$ cat src/rtl/axis_rate_pacer.sv
module axis_rate_pacer #(
  parameter int DATA_W    = 16,
  parameter int KEEP_EN   = 1,
  parameter int KEEP_W    = (DATA_W + 7) / 8,
  parameter int RATE_W    = 4,
  parameter int MAX_FRAME = 16
) (
  input  logic              clk,
  input  logic              rst,
  input  logic [RATE_W-1:0] rate_num,
  input  logic [RATE_W-1:0] rate_den,
  input  logic              frame_mode,
  input  logic [DATA_W-1:0] s_data,
  input  logic [KEEP_W-1:0] s_keep,
  input  logic              s_valid,
  output logic              s_ready,
  input  logic              s_last,
  input  logic              s_user,
  output logic [DATA_W-1:0] m_data,
  output logic [KEEP_W-1:0] m_keep,
  output logic              m_valid,
  input  logic              m_ready,
  output logic              m_last,
  output logic              m_user
);
  localparam int ACC_W = RATE_W + $clog2(MAX_FRAME + 1) + 2;
  localparam logic signed [ACC_W:0] ACC_TOP = $signed({2'b00, {(ACC_W-1){1'b1}}});

  logic signed [ACC_W-1:0] acc;
  logic                    in_frame;

  wire signed [ACC_W:0]   num_w = $signed({{(ACC_W+1-RATE_W){1'b0}}, rate_num});
  wire signed [ACC_W:0]   den_w = $signed({{(ACC_W+1-RATE_W){1'b0}}, rate_den});
  wire signed [ACC_W:0]   acc_w = {acc[ACC_W-1], acc};
  wire signed [ACC_W:0]   grown = acc_w + den_w - num_w;
  wire signed [ACC_W:0]   paid  = acc_w - num_w;

  wire pace_ok = (acc <= 0) || (frame_mode && in_frame);
  wire out_free = !m_valid || m_ready;
  assign s_ready = pace_ok && out_free;
  wire fire = s_valid && s_ready;

  always_ff @(posedge clk) begin
    if (rst) begin
      acc      <= '0;
      in_frame <= 1'b0;
    end else begin
      if (fire) begin
        in_frame <= !s_last;
        acc      <= (grown > ACC_TOP) ? ACC_TOP[ACC_W-1:0] : grown[ACC_W-1:0];
      end else if (acc > 0) begin
        acc <= paid[ACC_W-1:0];
      end
    end
  end

  always_ff @(posedge clk) begin
    if (rst) begin
      m_valid <= 1'b0;
      m_data  <= '0;
      m_last  <= 1'b0;
      m_user  <= 1'b0;
    end else if (fire) begin
      m_valid <= 1'b1;
      m_data  <= s_data;
      m_last  <= s_last;
      m_user  <= s_user;
    end else if (m_ready) begin
      m_valid <= 1'b0;
    end
  end

  generate
    if (KEEP_EN != 0) begin : g_keep
      logic [KEEP_W-1:0] keep_q;
      always_ff @(posedge clk) begin
        if (rst)       keep_q <= '0;
        else if (fire) keep_q <= s_keep;
      end
      assign m_keep = keep_q;
    end else begin : g_nokeep
      logic unused_keep;
      assign unused_keep = ^s_keep;
      assign m_keep = '1;
    end
  endgenerate
endmodule

$ cat config.mk
export PLATFORM = sky130hd
export DESIGN_NAME = axis_rate_pacer
export DESIGN_NICKNAME = d
export VERILOG_FILES = /design/src/rtl/axis_rate_pacer.sv
export SDC_FILE = /design/constraint.sdc
export NUM_CORES = 1
export LEC_CHECK = 0
export ABC_AREA = 1
export CAP_MARGIN = 20
export CORE_ASPECT_RATIO = 1.5
export CORE_MARGIN = 2
export CORE_UTILIZATION = 39
export CTS_CLUSTER_DIAMETER = 40
export CTS_CLUSTER_SIZE = 25
export DETAILED_ROUTE_END_ITERATION = 10
export PLACE_DENSITY = 0.64
export SKIP_LAST_GASP = 1
export SYNTH_ARGS = -nofsm -noshare
export SYNTH_HDL_FRONTEND = slang
export SYNTH_SLANG_ARGS = --single-unit
$ cat constraint.sdc
create_clock -name clk -period 4.5 [get_ports clk]
set_input_delay 0.45 -clock clk [delete_from_list [all_inputs] [get_ports clk]]
set_output_delay 0.45 -clock clk [all_outputs]
set_load 0.02 [all_outputs]
* Word-level counts from Yosys, hierarchy flattened
Index checks and enable logic that the tools add are counted.
Storage, ports and cells: RAM bits 0, memory bits (read-only) 0, bits of input ports 33, memories 0, bits in latches 0, logic and storage cells 27, flip-flop bits (word level) 33, output and inout port bits 22
Cells by class: muxes and demuxes 5, magnitude comparators 3, multipliers 0, shifts and indexed selects 0, add/subtract/negate cells 3, divide/modulo/power cells 0, reduce and logical (&&, ||, !) cells 9, bitwise operators 0, equality and inequality tests 0
Operators by type and width (number):
- $mux 11 | 3
- $add 11x5->12 | 1
- $gt 12x11->1 const B | 1
- $sub 12x5->12 | 1
- $gt 11x1->1 const B | 1
- $le 11x1->1 const B | 1
- $sub 11x5->11 | 1
- $reduce_bool 2->1 | 2
- $logic_and 1x1->1 | 3
- $logic_not 1->1 | 2
- $logic_or 1x1->1 | 2
- $mux 1 | 2

* Longest topological paths before layout
Gate-level depths: netlist of the first run.
word-level depth 5, depth in mapped cells 17, depth with buffers taken out 16

* Worst setup path after synthesis of the first run
No wires, ideal clock.
path kind input port to flip-flop, from input port rate_den[2], to register acc[9], slack 2.173 ns, setup time 0.109 ns, arrival 2.218 ns, stages on the path 15, path buffers 1, data required time 4.391 ns, cells stage by stage inv_1 fa_1 inv_1 ha_1 a21oi_1 nand2_1 nand2_1 nand2_2 nand2_1 nand2_1 nand3_2 buf_6 nand3_1 nand2_1 inv_1
Between the ends: cells in the longest elaborated chain, start to end 5
RTL lines:
- start, declared | line 11 | input logic [RATE_W-1:0] rate_den,
- $add 11x5->12 (*) | line 35 | wire signed [ACC_W:0] grown = acc_w + den_w - num_w;
- $sub 12x5->12 (*) | line 35
- $gt 12x11->1 | line 50 | acc <= (grown > ACC_TOP) ? ACC_TOP[ACC_W-1:0] : grown[ACC_W-1:0];
- $mux 11 (*) | line 50
- $mux 11 (*) | line 48 | if (fire) begin
- end signal, assigned | line 50
- end signal, assigned | line 52 | acc <= paid[ACC_W-1:0];
- end, declared | line 29 | logic signed [ACC_W-1:0] acc;
Mark *: on every way between the ends. The rest lies on a longest branch, timed or not. A chain may end at the register's enable or synchronous reset.

* Worst setup path in the final report of the first run
from input port rate_num[2], to register acc[5]
Between the ends: cells in the longest elaborated chain, start to end 4, elaborated cells on any way between the ends 6, those cells by class 2 x add/sub; 1 x order compare; 3 x mux
RTL lines:
- start, declared | line 10 | input logic [RATE_W-1:0] rate_num,
- $sub 12x5->12 | line 35
- $gt 12x11->1 | line 50
- $mux 11 | line 50
- $mux 11 (*) | line 48
Mark *: on every way between the ends. The rest lies on a longest branch, timed or not. The select of a mux whose other input is x is not followed.

==> flow_results.org, run 1 <==
** Run status
- Run status :: complete, no violations

** Global routing
- The first global-routing pass estimated approximately 10000 um of wire.
- Largest net degree at the start of global routing :: 36
- For this run, the total global-route usage over all layers was measured as 0.196.
- The number of antenna violations at the first check in global routing came to 0.
- Congestion Overflow GR :: 0
- The number of global-route vias before repair was 2343.

** Layout
- For this run, the post-layout net count is 462.
- From synthesis to final layout, the design area changed by 28.6%.
- Fill cells in the final layout number 603.
- In the final layout, the share of cells above drive strength 1 is 0.0617.
- Antenna diode count :: 0
- Register area :: 661 um^2
- Multi-input combinational cell area :: approximately 0.0015 mm^2
- The finished layout holds approximately 480 standard cells, fillers aside.

** Timing
- Of the available clock period, the critical path in the final layout requires 0.614.
- Min cycle time layout :: 2760 ps
- In the final timing run, aggregate negative setup slack is 0 ps.
- The worst pin sits at a relative slew slack of 0.433.
- Based on the critical path, the design can be clocked at up to 362 MHz.
- Slew at the pin closest to its max-slew limit :: between 800 and 900 ps
- Across the routed clock network, the largest skew measured is approximately 4.0 ps.
- Setup repair after global routing left no endpoint under its margin.
- Number of endpoints with negative hold slack in the final report :: 0
- Final setup viols :: 0
- The number of pins exceeding their max-slew limit in the final report came to 0.

** Route
- Using the TritonRoute via totals, the vias-per-cell ratio works out to ~4.8.
- The final layout contains routed wiring with a total length of 5980 um.
- The routed layout has between 2000 and 2500 vias.
- Violation count after the first detailed-route iteration :: slightly below 50
- Wire per inst :: between 10 and 15 um
- For this run, design rule violations remaining after detail routing come to 0.
- 1st-pass router iterations :: 4
- The detail route stage leaves a number of antenna-violating nets equal to 0.

** Setup path
- At the worst endpoint, the arrival time is 2930 ps.
- Startpoint of the most critical register-to-register path :: acc[2]
- Category of the most critical setup path :: in -> reg
- R2r worst-path depth :: 14
- Data required, critical path :: 4670 ps
- Maximum net fanout on the critical path :: 11
- STA classifies the critical path endpoint as a flop.
- In this run the critical register-to-register path is captured at acc[5].
- The worst setup path is launched from an input port.
- Setup slack on the worst flop-to-flop path :: 1950 ps

** Min path
- The worst hold path passes through 2 cells.
- The path with the worst hold slack has its endpoint at m_data[11].
- Launch point of the worst hold path :: m_data[11]
- Type of the most critical hold path :: reg -> reg

** Synthesis
- Synthesis produced a netlist with a net count of 410.
- The synthesized netlist contains 31 unique library cells.
- For this run, the leading register cell type out of synthesis is sky130_fd_sc_hd__dfxtp_1.
- Synth async-reset ratio :: 0
- sky130_fd_sc_hd__nand2_1 is the most common cell in the netlist.
- Counting every instance in the synthesized netlist gives 352.
- In the synthesized netlist, the cells that appear most often are 93 x sky130_fd_sc_hd__nand2_1, 50 x sky130_fd_sc_hd__inv_1, 38 x sky130_fd_sc_hd__a21oi_1.
- Yosys printed 0 warnings.
- After synthesis the cells add up to 0.00238 mm^2.
- The synthesized design spends more area on one cell type than any other, namely sky130_fd_sc_hd__dfxtp_1.
- Number of synthesized flops with an enable pin :: 0
- Top-area cell type share of the netlist area :: 0.277
- Synthesis-stage register bit count :: 33
- Yosys attributes the largest share of cell area to sky130_fd_sc_hd__dfxtp_1 28%, sky130_fd_sc_hd__nand2_1 15%, sky130_fd_sc_hd__ha_1 11%.
- The share of the Yosys chip area taken by registers is 0.277.
- Avg Cell Area, Syn :: 6.77 um^2

** Placement
- The number of placed instances, taps included, is 469.
- Port buffering added 54 buffers.
- At the end of routability-driven placement, the weighted congestion stood at between 0.8 and 0.9.
- Detailed placement finished with a half-perimeter wire length of 4660 um.

** Power
- Summed over all cells, the static leakage comes to 1.41 nW.
- For this design the ratio of total power to cell area is 676 mW/mm^2.
- Worst vdd ir :: between 0.3 and 0.4 mV

** Floorplanning
- Number of placement rows :: 34
- In this run the count of I/O pins placed on the die edge is between 50 and 60.
- Die area :: 0.00676 mm^2
- The initial utilization of the core area, before any placement, comes to 0.406.
- Die width :: between 60 and 70 um
- In this run the vertical extent of the chip is 99.7 um.
- Floorplan Core Area :: approximately 0.0059 mm^2

** Clocking
- Number of buffers added by the clock tree synthesis step :: 5
- TritonCTS clock tree :: yes
- Clock tree sinks :: 33
- Counting along the longest clock path gives a buffer depth of 2.
- Buffers added to address setup during post-CTS repair amount to 0.
- Clock H-tree levels :: 2
- Post-cts gate resize count :: 0
- Quantity of hold-fixing buffers added after cts :: 0
- Clock root buffer :: sky130_fd_sc_hd__clkbuf_8
- Clock-pin slew was measured on the worst setup and hold paths at about 70 ps.
- Clk Latency, worst-skew pair :: 280 ps

** Flow run
- Reported max-cap violation count :: 0
-- cell families after synthesis --
family                     count (synthesis)  synth area share
AOI/OAI and AO/OA                         65             0.157
adders and majority gates                 25             0.147
DFF                                       33             0.277
buffers and inverters                     63             0.108
and+or+nand+nor                          158             0.282
xor gates and xnor gates                   8            0.0294
-- worst max-delay path, stage by stage --
cell and delay [ps]:
sky130_fd_sc_hd__clkdlybuf4s50_1 460, sky130_fd_sc_hd__fa_1 550, sky130_fd_sc_hd__inv_1 40, sky130_fd_sc_hd__ha_1 370, sky130_fd_sc_hd__a21oi_1 220, sky130_fd_sc_hd__nand2_1 110, sky130_fd_sc_hd__nand2_1 100, sky130_fd_sc_hd__nand2_2 70
sky130_fd_sc_hd__nand2_1 50, sky130_fd_sc_hd__nand2_1 60, sky130_fd_sc_hd__nand3_2 220, sky130_fd_sc_hd__nand2_1 100, sky130_fd_sc_hd__nand2_1 70, sky130_fd_sc_hd__a21oi_1 60
-- stage by stage --
step,total power [mW],worst slack [ps],hold slack (ps),utilization,cell area (um^2)
final,2.07,1740,465,0.522,3060
after floorplan,1.49,2170,475,-,2380
after global placement,1.82,1430,451,0.504,2960
after global routing,2.29,1570,488,0.522,3060
after CTS,2.09,1740,466,0.522,3060
after detailed placement,1.83,1440,457,0.504,2960
-- cell usage in the layout, fill, tap and decap left out, types with 2 or more instances in the layout --
master and n:
sky130_fd_sc_hd__a31oi_1 2, sky130_fd_sc_hd__dfxtp_1 33, sky130_fd_sc_hd__a21oi_1 38, sky130_fd_sc_hd__inv_1 50, sky130_fd_sc_hd__nor2_1 28, sky130_fd_sc_hd__xor2_1 7
sky130_fd_sc_hd__nor3_1 2, sky130_fd_sc_hd__ha_1 20, sky130_fd_sc_hd__nand2_1 93, sky130_fd_sc_hd__nand3_2 3, sky130_fd_sc_hd__clkbuf_8 7, sky130_fd_sc_hd__o21bai_1 5
sky130_fd_sc_hd__fa_1 5, sky130_fd_sc_hd__a21oi_4 2, sky130_fd_sc_hd__nand3_1 21, sky130_fd_sc_hd__nand2_2 5, sky130_fd_sc_hd__inv_2 3, sky130_fd_sc_hd__clkdlybuf4s50_1 54
sky130_fd_sc_hd__o21ai_0 15
-- flip-flops by register name, summed over array words and instances (netlist names) --
name,count
in_frame,1
acc,11
m_valid,1
m_keep,2
m_last,1
m_user,1
m_data,16
-- report_power, final --
| group | switching [mW] | leakage (nW) | internal, mW | total, mW |
|---|---|---|---|---|
| sequential | 0.0558 | 0.270 | 0.373 | 0.429 |
| combinational | 0.870 | 1.08 | 0.528 | 1.40 |
| clock | 0.105 | 0.0542 | 0.138 | 0.243 |
-- final cells by class --
type / count / share of cell area
clock buffers: 7 / 0.0315
repair buffers: 55 / 0.179
multi-input cells: 256 / 0.478
flip-flops and latches: 33 / 0.216
clock inverters: 1 / 0.00163
well taps: 72 / 0.0294
inverters: 53 / 0.0650
-- per-layer routing --
layer	wire length (um)	vias to the layer above	GRT usage
met5	0	-	0
met3	364	10	0.0509
li1	-	1222	-
met4	125	0	0.0754
met2	2950	57	0.338
met1	2540	997	0.225
-- worst max path at each step --
stage,startpoint,endpoint
final,rate_num[2],acc[5]
after global routing,rate_num[3],acc[5]
after CTS,rate_num[1],acc[8]
after detailed placement,rate_num[1],acc[8]
after global placement,rate_num[1],acc[8]
after floorplan,rate_den[2],acc[9]
Power figures use the tool's default switching activity.
==> inputs of run 2 (changes only) <==
Settings changed: PLACE_DENSITY 0.64 to 0.66.
Clock period 4.5 ns to 2.45 ns, I/O delays scaled along.
==> run 2 against run 1 <==
Against the previous run: count of clock-buffer cells in the layout unchanged; critical path depth decreased by 1; sequential cell count unchanged; design area increased by 9.6%; first-iteration DRC count increased by 78%; global-route usage increased by 0.43 points; clock skew increased by 1.2 ps; worst setup slack got worse by 1600 ps; die area unchanged; via count increased by 6.7%; final cell count increased by 5.5%.
==> flow_results.org, run 2 (same netlist as run 1, synthesis figures left out) <==
** Floorplanning
- During I/O placement, the number of pins put on the boundary was 55.
- Effective utilization at floorplan :: 0.406
- The die covers 0.00676 mm^2.
- Floorplan Core Area :: about 0.0059 mm^2
- Die height :: approximately 100 um
- Die width :: 67.8 um
- After floorplanning, the core was divided into 34 placement rows.

** Placement
- After detailed placement, the total cell area comes to around 0.0031 mm^2.
- After legalization and detailed placement, the total HPWL measured 4900 um.
- Placed instance count :: 493
- Before CTS, the worst setup slack after placement is -333 ps.
- Number of port buffers :: 54
- GPL Wtd Cong :: 0.861

** Global routing
- Via count of the first global-routing pass :: 2488
- For this run, the total global-route usage over all layers was measured as 0.200.
- The number of antenna violations at the first check in global routing is 0.
- First-pass GRT wire length :: 10600 um
- Congestion Overflow GR :: 0
- Entering global routing, the biggest net connects 23 pins.

** Setup path
- Among cell families on the critical path, the largest total delay comes from adder cells.
- STA puts the critical path data arrival time at ~2500 ps.
- Category of the most critical setup path :: in -> reg
- STA classifies the critical path endpoint as a flop.
- At the worst endpoint, the required time is 2600 ps.
- In this run the worst path has a maximum fanout of 3.
- Crit-path max cell delay :: around 510 ps
- Critical Path, Cell by Cell :: clkdlybuf4s50_1 -> inv_1 -> fa_1 -> inv_2 -> fa_2 -> nand3_1 -> nand3_2 -> nand2_1 -> nand3_1 -> a21oi_2 -> nand2_2 -> nand2_1 -> a21oi_1
- Category of the worst setup path launch point :: input port
- The worst register-to-register path has a setup slack of 150 ps.
- Worst Path Buf+Inv :: 3
- Among all stages on the critical path, the largest delay is contributed by sky130_fd_sc_hd__fa_1.

** Layout
- Non-filler instance count after layout :: 503
- Final standard cell area without fillers :: 0.00336 mm^2
- Leaving out fill and tap cells, the most frequent cell in the layout is sky130_fd_sc_hd__nand2_1.
- In the final layout, the share of cells above drive strength 1 is 0.153.
- For this run, the share of the core covered by cells in the final layout is 0.572.
- In the layout the commonest cells are 90 x sky130_fd_sc_hd__nand2_1, 52 x sky130_fd_sc_hd__clkdlybuf4s50_1, 48 x sky130_fd_sc_hd__inv_1.
- The repair_antennas step left the layout with diodes totalling 0.
- m_data holds more flip-flops than any other register.
- From synthesis to final layout, the design area changed by 40.9%.
- The register with the most flip-flops in the layout has 16 of them.
- The net count of the finished layout is about 490.

** Clocking
- Clk Latency, worst-skew pair :: 280 ps
- The longest clock path from root to sink contains 2 buffers.
- TritonCTS built the clock tree.
- After clock tree synthesis, the clock-pin slew on the worst setup and hold paths is ~70 ps.
- TritonCTS created 5 clock buffers.
- After clock tree synthesis, the flow added hold-fix buffers numbering 0.
- CTS built an H-tree with a depth of 2.
- In this run the clock root is driven by a sky130_fd_sc_hd__clkbuf_8.
- The clock drives 33 sinks.

** Power
- The completed layout was analyzed and its total power is between 4 and 5 mW.
- Static Leakage :: 1.56 nW
- IR analysis of the VDD net gives a maximum drop of roughly 0.89 mV.
- Power per cell area :: 1320 mW/mm^2

** Run status
- Run status :: complete, no violations

** Route
- The detail route stage leaves a number of antenna-violating nets equal to 0.
- After the first detailed-routing iteration, the DRC count stood at 87.
- Overall via count from detail_route :: 2440
- 1st-pass router iterations :: 4
- Dividing the detail-routed wire length by the instance count gives 12.3 um.
- After detailed routing, the total wire length is 6170 um.
- Number of remaining DRC errors :: 0
- Vias per Instance :: 4.85

** Timing
- WHS :: approximately 470 ps
- Number of endpoints with negative hold slack in the final report :: 0
- Final number of max-transition violations :: 0
- Final setup margin :: roughly 120 ps
- Min cycle time layout :: between 2000 and 2500 ps
- Final setup viols :: 0
- For the pin with the worst max-slew slack, the measured transition is 426 ps.
- Timing would allow up to 430 MHz.
- Between clock sinks in the finished design, the worst skew comes to 5.11 ps.
- In the finished design, the share of the clock period the worst path needs comes to 0.950.
- Max-slew headroom :: 0.716
- For the final routed database, the setup TNS stands at 0 ps.

** Flow run
- Reported max-cap violation count :: 0

** Min path
- Type of the most critical hold path :: reg -> reg
[run 2: repair_timing]
item	CTS	global route
gates resized for setup	2	18
pin swaps	0	8
buffers inserted	0	2
endpoints found under the setup margin	3	12
[run 2: worst register-to-register path, cell delays in order (launching register included)]
cell	delay, ps
sky130_fd_sc_hd__dfxtp_2	350
sky130_fd_sc_hd__inv_1	80
sky130_fd_sc_hd__fa_1	530
sky130_fd_sc_hd__inv_2	50
sky130_fd_sc_hd__ha_4	280
sky130_fd_sc_hd__nand2_2	60
sky130_fd_sc_hd__nand2_1	60
sky130_fd_sc_hd__nand2_1	50
sky130_fd_sc_hd__nand2_1	70
sky130_fd_sc_hd__nand2_2	60
sky130_fd_sc_hd__nand4_1	140
sky130_fd_sc_hd__nand3_2	120
sky130_fd_sc_hd__buf_6	150
sky130_fd_sc_hd__nand2_1	50
sky130_fd_sc_hd__nand2_1	50
sky130_fd_sc_hd__a21oi_1	140
[run 2: metal layers]
metal	vias to the layer above	global-route usage	wire (um)	share of wire
met1	1103	0.227	2520	0.41
met3	6	0.0543	397	0.064
li1	1270	-	-	-
met2	61	0.356	3170	0.51
met4	0	0.0600	82	0.013
met5	-	0	0	0
[run 2: path summary, 6_finish.rpt]
path,startpoint,to,depth (start not counted)
setup / recovery,rate_den[1],acc[6],13
hold / removal,m_data[10],m_data[10],2
setup reg to reg,acc[3],acc[5],15
hold reg to reg,m_data[10],m_data[10],2
[run 2: layout make-up]
cell class / count / area, um^2
fillers: 565 / 2510
multi-input cells: 256 / 1540
repair buffers: 81 / 752
flip-flops and latches: 33 / 662
inverters: 53 / 199
well taps: 72 / 90.1
clock buffers: 7 / 86.3
clock inverters: 1 / 30.0
[run 2: where the power goes]
group / total [mW] / internal, mW / switching (mW)
Clock: 0.527 / 0.332 / 0.195
Combinational: 3.11 / 1.37 / 1.74
Sequential: 0.783 / 0.687 / 0.0960
Total: 4.42 / 2.39 / 2.03
==> inputs of run 3 (changes only) <==
Settings changed: CORE_UTILIZATION 39 to 35, PLACE_DENSITY 0.66 to 0.61.
==> run 3 against run 2 <==
Against the previous run: via count is 0.25% higher; global-route usage is 2.3 points lower; sequential power is 2% lower; clock power is 2% higher; register-to-register slack hardly changed; design area is 1.5% higher; final cell count is 1.2% higher; non-clock buffer count is 1 higher; die area is 11% higher; clock skew hardly changed; combinational power is 4% higher.
==> flow_results.org, run 3 (same netlist as run 1, synthesis figures left out) <==
** Floorplanning
- The initial utilization of the core area, before any placement, comes to 0.365.
- Number of placement rows :: 36
- Floorplan Core Area :: 0.00653 mm^2
- I/O pin count :: 55
- Measured along the y axis, the die boundary spans approximately 110 um.
- Die width :: 71.4 um
- The die covers between 0.007 and 0.008 mm^2.

** Layout
- Most common cell after layout, fill and taps aside :: sky130_fd_sc_hd__nand2_1
- Final standard cell area without fillers :: 0.00340 mm^2
- Multi-input combinational cell area :: between 0.0015 and 0.002 mm^2
- The top cell types in the final layout, fill and taps aside, are 86 x sky130_fd_sc_hd__nand2_1, 51 x sky130_fd_sc_hd__clkdlybuf4s50_1, 49 x sky130_fd_sc_hd__inv_1.
- Number of fillers in the final layout :: about 640
- The sequential cells in the finished layout cover a total of around 660 um^2.
- In the final layout, the share of cells above drive strength 1 is 0.169.
- Relative to the synthesized area, the layout overhead comes to 42.9%.
- Number of nets in the finished design :: 490
- More flip-flops sit in one register than any other, and that register is m_data.
- The repair_antennas step left the layout with diodes totalling 0.
- The register with the most flip-flops in the layout has 16 of them.

** Clocking
- Clock-pin slew was measured on the worst setup and hold paths at ~70 ps.
- In this run the number of H-tree levels came out at 2.
- No sink is reached through more buffers than the 2 on the longest clock path.
- CTS saw 33 sinks.
- Quantity of hold-fixing buffers added after cts :: 0
- For the worst-skew pair, the clock arrives at the later sink with an insertion delay of 280 ps.
- Counting the buffers created by CTS gives 5.
- TritonCTS built the clock tree.
- Clock root buffer :: sky130_fd_sc_hd__clkbuf_8

** Timing
- The number of hold violations in the final report came to 0.
- Post-route clock skew :: 5.52 ps
- The worst path needs 2360 ps of the cycle, external delays included.
- Setup repair after global routing missed its margin :: true
- For the pin with the worst max-slew slack, the measured transition is 459 ps.
- The number of pins exceeding their max-slew limit in the final report came to 0.
- In the post-route analysis, the smallest setup slack over all paths is 86.0 ps.
- Final worst-path cycle share :: 0.965
- Max-slew headroom :: 0.694
- Setup violations remaining at the end of the flow were counted as 0.
- Highest achievable clock rate :: 423 MHz
- Adding up every negative setup slack in the final design gives 0 ps.

** Setup path
- Grouping stages by cell kind, the critical path spends the most delay in simple AND/OR/NAND/NOR gates.
- Data on the critical path arrives at its endpoint at 2580 ps.
- Crit-path max cell delay :: 500 ps
- Category of the worst setup path launch point :: input port
- Nature of the critical path endpoint :: flop
- Category of the most critical setup path :: in -> reg
- Worst Path Buf+Inv :: 3
- Of all nets on the critical path, the largest fanout is 6.
- The slowest stage of the critical path is the sky130_fd_sc_hd__fa_1 cell.
- Data required, critical path :: 2660 ps
- The signal on the critical path passes through clkdlybuf4s50_1 -> inv_1 -> fa_1 -> inv_1 -> ha_4 -> nand2_1 -> nor2_1 -> nand3_2 -> nand4_1 -> nand3_4 -> nand2_2 -> nand2_2 -> a21oi_2.

** Power
- Psw :: 2.16 mW
- Static Leakage :: 1.58 nW
- For this design the ratio of total power to cell area is 1330 mW/mm^2.
- Cell-internal power :: 2.37 mW
- Of the total power, the clock network draws 0.119.
- Net Sw Frac :: 0.476
- Fraction of power consumed by sequential logic :: 0.170
- Worst vdd ir :: 0.530 mV
- The completed layout was analyzed and its total power is roughly 4.5 mW.
- Combinational share of power :: 0.711

** Min path
- Type of the most critical hold path :: reg -> reg

** Route
- Wire per inst :: between 10 and 15 um
- Number of remaining DRC errors :: 0
- The detailed router finished its first iteration with 81 violations.
- Total Wirelength :: 6450 um
- The first detailed-routing pass took 4 iterations.
- In the routed layout, each cell is associated on average with a via count of 4.81.
- Overall via count from detail_route :: 2446
- The detail route stage leaves a number of antenna-violating nets equal to 0.

** Run status
- The flow ran to the end, and the final reports show no timing, DRC or antenna violations.

** Placement
- The congestion estimate from routability-driven global placement came to 0.861.
- In this run the cell area measured after placement is 0.00315 mm^2.
- Port buffering added 54 buffers.
- Post-placement setup slack :: -397 ps
- Post-DP HPWL :: between 5000 and 6000 um

** Flow run
- Max-cap violations in this run came to 0.

** Global routing
- Via count of the first global-routing pass :: 2468
- The first global-routing pass estimated around 11000 um of wire.
- Entering global routing, the biggest net connects 23 pins.
- The number of antenna violations at the first check in global routing is 0.
- After global routing the overflow that remains totals 0.
- Tot GR Track Use :: 0.178
run 3: worst paths after layout:
check	startpoint	end	slack (ps)	cells after the start
worst max register to register	acc[2]	acc[8]	140	12
worst min-delay path	m_data[11]	m_data[11]	470	2
worst max-delay path	rate_den[3]	acc[8]	90	13
worst min register to register	m_data[11]	m_data[11]	470	2
run 3: layer usage:
metal,vias to the layer above,wire length [um],track usage
li1,1277,-,-
met1,1093,2690,0.201
met2,65,3360,0.325
met3,11,295,0.0328
met4,0,106,0.0566
met5,-,0,0
run 3: repair_timing:
| action | CTS | global route |
|---|---|---|
| setup endpoints to repair | 7 | 12 |
| gates cloned | 1 | 0 |
| resized for setup | 4 | 21 |
| buffers inserted | 0 | 2 |
| pin swaps | 2 | 14 |
run 3: metrics by stage:
step / utilization / cells / hold slack [ps]
after floorplan: - / 352 / 314
after global placement: 0.483 / 498 / 450
after detailed placement: 0.483 / 498 / 457
after CTS: 0.506 / 507 / 469
after global routing: 0.521 / 509 / 486
final: 0.521 / 509 / 466
run 3: cell type report:
class	instances	share of cell area
timing repair buffer	82	0.223
clock inverter	2	0.0110
multi-input combinational	257	0.462
clock buffer	6	0.0243
sequential	33	0.194
tap	76	0.0279
inverter	53	0.0584
run 3: worst register-to-register path: stages (launching register included):
cell	delay (ps)
sky130_fd_sc_hd__dfxtp_1	340
sky130_fd_sc_hd__inv_1	60
sky130_fd_sc_hd__fa_1	520
sky130_fd_sc_hd__inv_2	50
sky130_fd_sc_hd__ha_4	290
sky130_fd_sc_hd__nand2_1	50
sky130_fd_sc_hd__nor2_1	110
sky130_fd_sc_hd__nand3_2	120
sky130_fd_sc_hd__nand4_1	250
sky130_fd_sc_hd__nand3_4	170
sky130_fd_sc_hd__nand2_2	110
sky130_fd_sc_hd__nand2_2	50
sky130_fd_sc_hd__a21oi_2	130
run 3: power by group through the flow:
stage	Clock (mW)	Combinational [mW]	Sequential, mW
global placement	0	2.87	0.778
global route	0.573	3.58	0.789
CTS	0.553	3.02	0.770
floorplan	0	1.88	0.859
detailed placement	0	2.89	0.782
finish	0.539	3.22	0.770
